===== config.mk =====
export PLATFORM = sky130hd
export DESIGN_NAME = scs_top
export DESIGN_NICKNAME = d
export VERILOG_FILES = /design/src/rtl/scs_pkg.sv /design/src/rtl/scs_credit.sv /design/src/rtl/scs_ptr_queue.sv /design/src/rtl/scs_top.sv
export SDC_FILE = /design/constraint.sdc
export NUM_CORES = 1
export LEC_CHECK = 0
export CORE_MARGIN = 10
export CORE_UTILIZATION = 56
export DETAILED_ROUTE_END_ITERATION = 8
export PLACE_DENSITY = 0.85
export SYNTH_ARGS = -nofsm -noshare
export SYNTH_HDL_FRONTEND = slang
export SYNTH_HIERARCHICAL = 1
export SYNTH_SLANG_ARGS = --single-unit

===== constraint.sdc =====
create_clock -name clk -period 2.6 [get_ports clk]
set_input_delay 0.39 -clock clk [delete_from_list [all_inputs] [get_ports clk]]
set_output_delay 0.39 -clock clk [all_outputs]
set_load 0.1 [all_outputs]

===== src/rtl/scs_pkg.sv =====
package scs_pkg;
    typedef enum logic {
        SND_IDLE = 1'b0,
        SND_COPY = 1'b1
    } snd_state_e;
endpackage


===== src/rtl/scs_credit.sv =====
// Outstanding-message counter for one stream.
module scs_credit #(
    parameter  int SLOTS = 4,
    localparam int CW    = $clog2(SLOTS + 1)
) (
    input  logic          clk,
    input  logic          rst_n,
    input  logic          inc,
    input  logic          dec,
    output logic [CW-1:0] cnt,
    output logic          at_limit,
    output logic          underflow
);
    typedef struct packed {
        logic [CW-1:0] cnt;
        logic          uf;
    } cred_t;

    cred_t c_d, c_q;

    always_comb begin
        c_d = c_q;
        if (inc && !dec) begin
            c_d.cnt = c_q.cnt + 1'b1;
        end else if (dec && !inc) begin
            if (c_q.cnt == '0) c_d.uf  = 1'b1;
            else               c_d.cnt = c_q.cnt - 1'b1;
        end
    end

    always_ff @(posedge clk) begin
        if (!rst_n) c_q <= '0;
        else        c_q <= c_d;
    end

    assign cnt       = c_q.cnt;
    assign at_limit  = (c_q.cnt == CW'(SLOTS));
    assign underflow = c_q.uf;
endmodule


===== src/rtl/scs_ptr_queue.sv =====
// FIFO of stream indices; the caller guarantees it never overfills.
module scs_ptr_queue #(
    parameter  int DEPTH = 4,
    parameter  int IW    = 2,
    localparam int PW    = (DEPTH > 1) ? $clog2(DEPTH) : 1,
    localparam int CW    = $clog2(DEPTH + 1)
) (
    input  logic          clk,
    input  logic          rst_n,
    input  logic          push,
    input  logic [IW-1:0] push_idx,
    input  logic          pop,
    output logic [IW-1:0] head_idx,
    output logic          empty
);
    typedef struct packed {
        logic [DEPTH-1:0][IW-1:0] slot;
        logic [PW-1:0]            rd;
        logic [PW-1:0]            wr;
        logic [CW-1:0]            cnt;
    } pq_t;

    pq_t q_d, q_q;

    function automatic logic [PW-1:0] step(input logic [PW-1:0] p);
        return (p == PW'(DEPTH - 1)) ? '0 : p + 1'b1;
    endfunction

    always_comb begin
        q_d = q_q;
        if (push) begin
            q_d.slot[q_q.wr] = push_idx;
            q_d.wr           = step(q_q.wr);
        end
        if (pop) q_d.rd = step(q_q.rd);
        q_d.cnt = q_q.cnt + CW'(push) - CW'(pop);
    end

    always_ff @(posedge clk) begin
        if (!rst_n) q_q <= '0;
        else        q_q <= q_d;
    end

    assign head_idx = q_q.slot[q_q.rd];
    assign empty    = (q_q.cnt == '0);
endmodule


===== src/rtl/scs_top.sv =====
// Per-stream message rings, one-entry-per-stream pointer queue,
// word-serial sender and per-stream credit counters.
module scs_top #(
    parameter  int N_STREAM  = 4,
    parameter  int SLOTS     = 4,
    parameter  int MSG_WORDS = 2,
    parameter  int WORD_W    = 8,
    localparam int SW        = (N_STREAM > 1) ? $clog2(N_STREAM) : 1,
    localparam int MSG_W     = MSG_WORDS * WORD_W
) (
    input  logic                clk,
    input  logic                rst_n,
    input  logic                prod_valid,
    input  logic [SW-1:0]       prod_stream,
    input  logic [MSG_W-1:0]    prod_msg,
    output logic [N_STREAM-1:0] prod_ready,
    input  logic                ack_valid,
    input  logic [SW-1:0]       ack_stream,
    input  logic                out_ready,
    output logic                out_valid,
    output logic [WORD_W-1:0]   out_data,
    output logic [SW-1:0]       out_stream,
    output logic                out_last,
    output logic [N_STREAM-1:0] cred_err
);
    import scs_pkg::*;

    localparam int PW  = (SLOTS > 1) ? $clog2(SLOTS) : 1;
    localparam int OW  = $clog2(SLOTS + 1);
    localparam int CW  = $clog2(SLOTS + 1);
    localparam int WIX = (MSG_WORDS > 1) ? $clog2(MSG_WORDS) : 1;

    typedef struct packed {
        logic [N_STREAM-1:0][SLOTS-1:0][MSG_W-1:0] mem;
        logic [N_STREAM-1:0][PW-1:0]               wr;
        logic [N_STREAM-1:0][PW-1:0]               rd;
        logic [N_STREAM-1:0][OW-1:0]               occ;
        logic [N_STREAM-1:0]                       queued;
        snd_state_e                                st;
        logic [SW-1:0]                             cur;
        logic [WIX-1:0]                            wix;
    } state_t;

    state_t s_d, s_q;

    logic [N_STREAM-1:0]    at_limit;
    logic [N_STREAM-1:0]    cred_inc;
    logic [N_STREAM-1:0]    cred_dec;
    logic [N_STREAM*CW-1:0] cnt_flat;
    logic [N_STREAM-1:0]    wr_en;
    logic [N_STREAM-1:0]    rd_en;
    logic [N_STREAM-1:0]    elig;
    logic                   q_push;
    logic [SW-1:0]          q_idx;
    logic                   q_pop;
    logic [SW-1:0]          q_head;
    logic                   q_empty;

    function automatic logic [PW-1:0] ring_step(input logic [PW-1:0] p);
        return (p == PW'(SLOTS - 1)) ? '0 : p + 1'b1;
    endfunction

    // Producer acceptance and queue eligibility from registered state.
    always_comb begin
        for (int i = 0; i < N_STREAM; i++) begin
            prod_ready[i] = (s_q.occ[i] != OW'(SLOTS)) && !at_limit[i];
            elig[i]       = (s_q.occ[i] != '0) && !s_q.queued[i] && !at_limit[i];
            wr_en[i]      = prod_valid && prod_ready[i] && (prod_stream == SW'(i));
        end
    end

    always_comb begin
        s_d      = s_q;
        q_push   = 1'b0;
        q_idx    = '0;
        q_pop    = 1'b0;
        cred_inc = '0;
        rd_en    = '0;

        // Lowest eligible index enters the queue this cycle.
        for (int i = N_STREAM - 1; i >= 0; i--) begin
            if (elig[i]) begin
                q_push = 1'b1;
                q_idx  = SW'(i);
            end
        end
        if (q_push) begin
            s_d.queued[q_idx] = 1'b1;
            cred_inc[q_idx]   = 1'b1;
        end

        // Sender: take one index, then copy its message word by word.
        case (s_q.st)
            SND_IDLE: begin
                if (!q_empty) begin
                    q_pop   = 1'b1;
                    s_d.cur = q_head;
                    s_d.wix = '0;
                    s_d.st  = SND_COPY;
                end
            end
            SND_COPY: begin
                if (out_ready) begin
                    if (s_q.wix == WIX'(MSG_WORDS - 1)) begin
                        rd_en[s_q.cur]      = 1'b1;
                        s_d.queued[s_q.cur] = 1'b0;
                        s_d.st              = SND_IDLE;
                    end else begin
                        s_d.wix = s_q.wix + 1'b1;
                    end
                end
            end
            default: s_d.st = SND_IDLE;
        endcase

        // Ring storage and occupancy.
        for (int i = 0; i < N_STREAM; i++) begin
            if (wr_en[i]) begin
                s_d.mem[i][s_q.wr[i]] = prod_msg;
                s_d.wr[i]             = ring_step(s_q.wr[i]);
            end
            if (rd_en[i]) s_d.rd[i] = ring_step(s_q.rd[i]);
            s_d.occ[i] = s_q.occ[i] + OW'(wr_en[i]) - OW'(rd_en[i]);
        end
    end

    always_ff @(posedge clk) begin
        if (!rst_n) s_q <= '0;
        else        s_q <= s_d;
    end

    scs_ptr_queue #(.DEPTH(N_STREAM), .IW(SW)) u_queue (
        .clk      (clk),
        .rst_n    (rst_n),
        .push     (q_push),
        .push_idx (q_idx),
        .pop      (q_pop),
        .head_idx (q_head),
        .empty    (q_empty)
    );

    for (genvar g = 0; g < N_STREAM; g++) begin : g_cred
        assign cred_dec[g] = ack_valid && (ack_stream == SW'(g));
        scs_credit #(.SLOTS(SLOTS)) u_cred (
            .clk       (clk),
            .rst_n     (rst_n),
            .inc       (cred_inc[g]),
            .dec       (cred_dec[g]),
            .cnt       (cnt_flat[g*CW +: CW]),
            .at_limit  (at_limit[g]),
            .underflow (cred_err[g])
        );
    end

    assign out_valid  = (s_q.st == SND_COPY);
    assign out_stream = s_q.cur;
    assign out_data   = s_q.mem[s_q.cur][s_q.rd[s_q.cur]][int'(s_q.wix)*WORD_W +: WORD_W];
    assign out_last   = out_valid && (s_q.wix == WIX'(MSG_WORDS - 1));
endmodule


---- Yosys cells after proc, flatten, opt, wreduce, memory -nomap -nowiden ----
Index checks and enable logic that the tools add are counted.
word-level totals
  output and inout port bits .............. 20
  flip-flop bits (word level) ............. 323
  input bits .............................. 25
  logic and storage cells ................. 289
operators by class
  eq/ne operators ......................... 30
  mux-type cells .......................... 76
  reductions and logical operators ........ 81
  add/sub/neg operators ................... 29
  bitwise operators ....................... 9
  magnitude comparators ................... 16
  shifts and indexed selects .............. 1
operators by type and width
  operator               count
  $bwmux W64             4
  $bmux W64 S2           1
  $demux W16 S2          4
  $mux W16               5
  $mux W64               1
  $mux W4                11
  $logic_and A1 B1 Y1    40
  $mux W2                17
  $bmux W16 S2           1
  $eq A2 B2 Y1 const B   14
  $lt A2 B3 Y1 const B   9
  $mux W3                8
  $add A2 B1 Y2 const B  10
  $logic_not A1 Y1       16
  $shiftx A16 B5 Y8      1
  $add A3 B1 Y3          5
  $logic_not A3 Y1       5
  $sub A3 B1 Y3          5
  $ge A2 B1 Y1 const B   7
  $mux W1                14
  $add A3 B1 Y3 const B  4
  $eq A3 B3 Y1 const B   4
  $ne A3 B3 Y1 const B   4
  $reduce_and A2 Y1      6
  other kinds (19)       46

---- Longest topological paths before layout ----
  depth after elaboration ................. 17
  gate-level depth with buffers ........... 15

---- Modules after synthesis ----
The synthesis kept the hierarchy.
modules (own cells, without submodules)
  module         seq. area each (µm²)  area each (µm²)  instances  cells each
  scs_top        5845.6                14083.5          1          1302
  scs_credit     80.1                  314.1            4          34
  scs_ptr_queue  300.3                 785.8            1          74

---- Worst setup path after synthesis ----
Ideal clock, no wire load.
  path kind ............................... register to output
  start point ............................. register s_q (netlist bit out_stream[0])
  end point ............................... output out_data[3]
  path buffers ............................ 3
  arrival ................................. 3809 ps
  required time ........................... 2210 ps
  slack ................................... -1599 ps
  stages on the path, launching flop included .. 7
  cell sequence ........................... dfxtp_1 > buf_6 > mux4_2 > buf_6 > buf_8 > mux2i_1 > a221oi_1
on the way
  cells in the longest elaborated chain, start to end .. 5
RTL lines
  item                                                       line            RTL
  from (decl)                                                scs_top.sv:44   state_t s_d, s_q;
  from (signal assigned)                                     scs_top.sv:128  if (!rst_n) s_q <= '0;
  from (signal assigned)                                     scs_top.sv:129  else s_q <= s_d;
  $bmux W64 S2 or $bmux W2 S2 (tied branches)                scs_top.sv:157  assign out_data = s_q.mem[s_q.cur][s_q.rd[s_q.cur]][int'(s_q.wix)*WORD_W +: WORD_W];
  $mux W64 (implied by the code) or $mux W2 (tied branches)  scs_top.sv:157
  $bmux W16 S2 *                                             scs_top.sv:157
  $mux W16 (implied by the code) *                           scs_top.sv:157
  $shiftx A16 B5 Y8 *                                        scs_top.sv:157
  to (decl)                                                  scs_top.sv:21   output logic [WORD_W-1:0] out_data,
Mark *: on every way between the ends. The rest lies on a longest branch, timed or not. The select of a mux whose other input is x is not followed.

---- Final worst setup path ----
  start point ............................. register s_q (netlist bit out_stream[0])
  end point ............................... output out_data[4]
Same word-level chain as after synthesis.

==> impl_metrics.py <==
metrics = {
    "outcome": {
        "status": "finished with violations",
        "violations": "setup timing",
    },
    "timing": {
        "setup-violations-final": 8,
        "post-route-period-util_pct": 117,
        "fin_ws_ns": -0.454,
        "max_slew_margin_pct": 35.8,
        "worst_pin_slew_ns": 0.963,
        "hold_violations": 0,
        "timing.hold.ws_ns": 0.223,
        "rsz0062_at_grt": "true",
        "drv_slew": 0,
        "fmax_mhz": 327,
        "min_period_ns": 3.05,
        "finClkSkew_ns": 0.0363,
    },
    "route": {
        "routedWlPerCell_um": 22.7,
        "ant_nets": 0,
        "first_pass_iters": 7,
        "via_count": 12100,
        "via_per_inst": 6.13,
        "drt_wl_total_mm": 44.7,
        "drc": 0,
        "drtIter0Drc": 1378,
    },
    "final_layout": {
        "drive_gt1_share_pct": 21.6,
        "multiInputGateArea_um2": 9350,
        "regArea_um2": 6480,
        "finalNonFillerCells": 1971,
        "nets": 1652,
        "area_growth_pct": 20.2,
        "fill_cells": 1910,
    },
    "cts": {
        "clk-insertion-delay-late_ns": 0.53,
        "cts_buffer_depth": 3,
        "clk_pin_slew_ns": 0.06,
        "root_buffer": "clkbuf_16",
        "cts_tree": "built",
        "numCtsBuffers": 35,
        "clock_sinks": 323,
        "htreeDepth": 2,
    },
    "yosys": {
        "async_flop_share_pct": 0,
        "yosysMostFrequentCell": "dfxtp_1",
        "synth_edf_count": 0,
        "yosys_warnings": 6,
        "synth_ff_type": "dfxtp_1",
        "synth_common_cells": "323 x dfxtp_1, 224 x mux2i_1, 209 x nor2b_1, 80 x nand2_1, 76 x nand3_1",
        "synth_nets": 1601,
        "yosysTopAreaCell": "dfxtp_1",
        "synth_cell_types": 53,
        "synth_top_area_share_pct": 40.1,
        "synth-seq-cells": 323,
        "netlist_instances": 1512,
        "avgSynthCellArea_um2": 10.7,
        "synth_seq_area_share_pct": 40.1,
        "yosys-top-cells-area": "dfxtp_1 40%, mux2i_1 14%, mux4_2 9.5%",
        "syn-cell-area_um2": 16100,
    },
    "floorplanning": {
        "start_util_pct": 56.5,
        "fp.dieH_um": 190,
        "io_pins": 45,
        "die_area_um2": 36000,
        "rows": 62,
        "core_area_um2": 28500,
        "fp.dieW_um": 190,
    },
    "setup_path": {
        "crit_chain": "buf_6 -> buf_16 -> buf_4 -> mux4_2 -> mux2_4 -> o22ai_4 -> a221oi_4 -> buf_12",
        "crit_buf_inv": 4,
        "rrSetupSlack_ns": 0.05,
        "cpPeakStageDelay_ns": 0.54,
        "worstSetupStartpointType": "register",
        "cp_top_family": "multiplexers",
        "crit_type": "reg2out",
        "cp.arrival_ns": 2.66,
        "crit_fanout": 7,
        "crit_path_end_kind": "output pin",
        "critPathSlowestCell": "mux4_2",
        "crit_required_ns": 2.21,
    },
    "grt": {
        "grt_pass1_vias": 12300,
        "grt_max_degree": 126,
        "grt_pass1_wl_mm": 67.9,
        "grtUsageTotal_pct": 23.4,
        "grt-ovfl-total": 0,
        "antenna_found_initial": 1,
    },
    "placement": {
        "dp_cells": 1896,
        "place.gp.congestion": 0.798,
        "portBuffers": 44,
        "place_hpwl_mm": 24.3,
    },
    "pwr": {
        "powerDensity_nw_per_um2": 658,
        "vdd_drop_max_v": 0.000385,
        "leakagePower_nw": 6.56,
    },
    "run": {
        "cap_violations": 0,
    },
    "hold_path": {
        "worst_hold_path_type": "in2reg",
    },
}
-- power by group --
part,switching (mW),total (mW),internal (mW)
logic,1.38,2.36,0.988
registers,0.141,5.25,5.11
clock network,2.02,5.14,3.12
-- worst reg2reg max path: stages (launching register included) --
cell	delay (ns)
dfxtp_2	0.35
inv_1	0.07
ha_1	0.24
and2_4	0.20
or3_4	0.40
nor4bb_1	0.14
buf_4	0.15
ha_1	0.25
buf_4	0.17
inv_1	0.07
o221ai_2	0.12
a32o_1	0.28
-- final timing paths --
kind / endpoint / startpoint / cells after the start
worst max-delay path: out_data[4] / out_stream[0] / 8
worst min-delay path: g_cred[0].u_cred/cnt[1] / rst_n / 2
worst max register to register: g_cred[3].u_cred/cnt[2] / g_cred[1].u_cred/cnt[0] / 11
worst min register to register: s_q[59] / s_q[59] / 2
-- stage by stage --
step | total power, mW | utilization, % | TNS, ns | setup WS [ns] | area, um^2
finish | 12.8 | 67.9 | -3.16 | -0.454 | 19400
floorplan | 6.90 | - | -1.30 | -0.189 | 16300
global route | 13.1 | 67.9 | -3.50 | -0.491 | 19400
detailed placement | 7.56 | 61.8 | -0.801 | -0.196 | 17600
global placement | 7.47 | 61.8 | -0.275 | -0.120 | 17600
CTS | 12.7 | 67.1 | -3.17 | -0.428 | 19200
-- logic make-up after synthesis --
family	Yosys count	synth area share [%]
AOI/OAI and AO/OA	153	7.18
muxes	308	24.7
and+or+nand+nor	473	16.9
DFF	323	40.1
xor gates and xnor gates	9	0.582
adders and majority gates	64	5.20
buffers and inverters	182	5.31
-- layer usage --
metal  track usage (%)  routed length (um)  share of wire [%]  up-vias
met5                 0                   0                  0        -
met3              4.39                3620                8.1      179
met2              39.4               21300                 48      571
li1                  -                   -                  -     5385
met4              11.7                2400                5.4        0
met1              28.2               17300                 39     5949
-- cell type report --
cell class	count	share of cell area, %
antenna	1	0.0129
clock inverter	12	0.975
tap	384	2.48
clock buffer	48	5.03
multi-input combinational	1007	48.3
sequential	323	33.4
timing repair buffer	134	8.59
inverter	62	1.20
-- sequential cells by signal, summed over array words and instances, names as in the netlist --
| register | flops |
|---|---|
| out_stream | 2 |
| u_queue/q_q | 15 |
| out_valid | 1 |
| g_cred.u_cred/underflow | 4 |
| s_q | 289 |
| g_cred.u_cred/cnt | 12 |
-- cell usage in the layout, fill, tap and decap left out, drive strengths merged, types with 4 or more instances in the layout --
cell,Yosys,routed
a21oi,11,11
nand2,80,80
buf,63,109
o21ai,17,17
o21a,5,5
a21boi,69,69
o311a,4,4
clkbuf,57,49
ha,59,59
and3b,5,5
nor2b,209,209
or3,5,5
a221oi,8,8
mux4,68,68
o211ai,8,8
o22ai,8,8
nor3,12,12
nor4b,16,16
fa,5,5
a32o,4,4
nand2b,8,8
o31ai,4,4
mux2,16,16
bufinv,0,5
dfxtp,323,323
nand4b,4,4
and2,19,19
nand3,76,76
a21bo,8,8
clkdlybuf4s50,0,23
nor3b,10,10
o221ai,4,4
inv,62,63
nor2,20,20
clkinv,0,6
xnor2,7,7
mux2i,224,224
-- what timing repair did --
item	4_1_cts	5_1_grt
buffers inserted	9	5
hold buffers	0	0
cloned	4	1
setup endpoints to repair	12	22
resized for setup	35	33
pin swaps	12	5
Power figures use the tool's default switching activity.
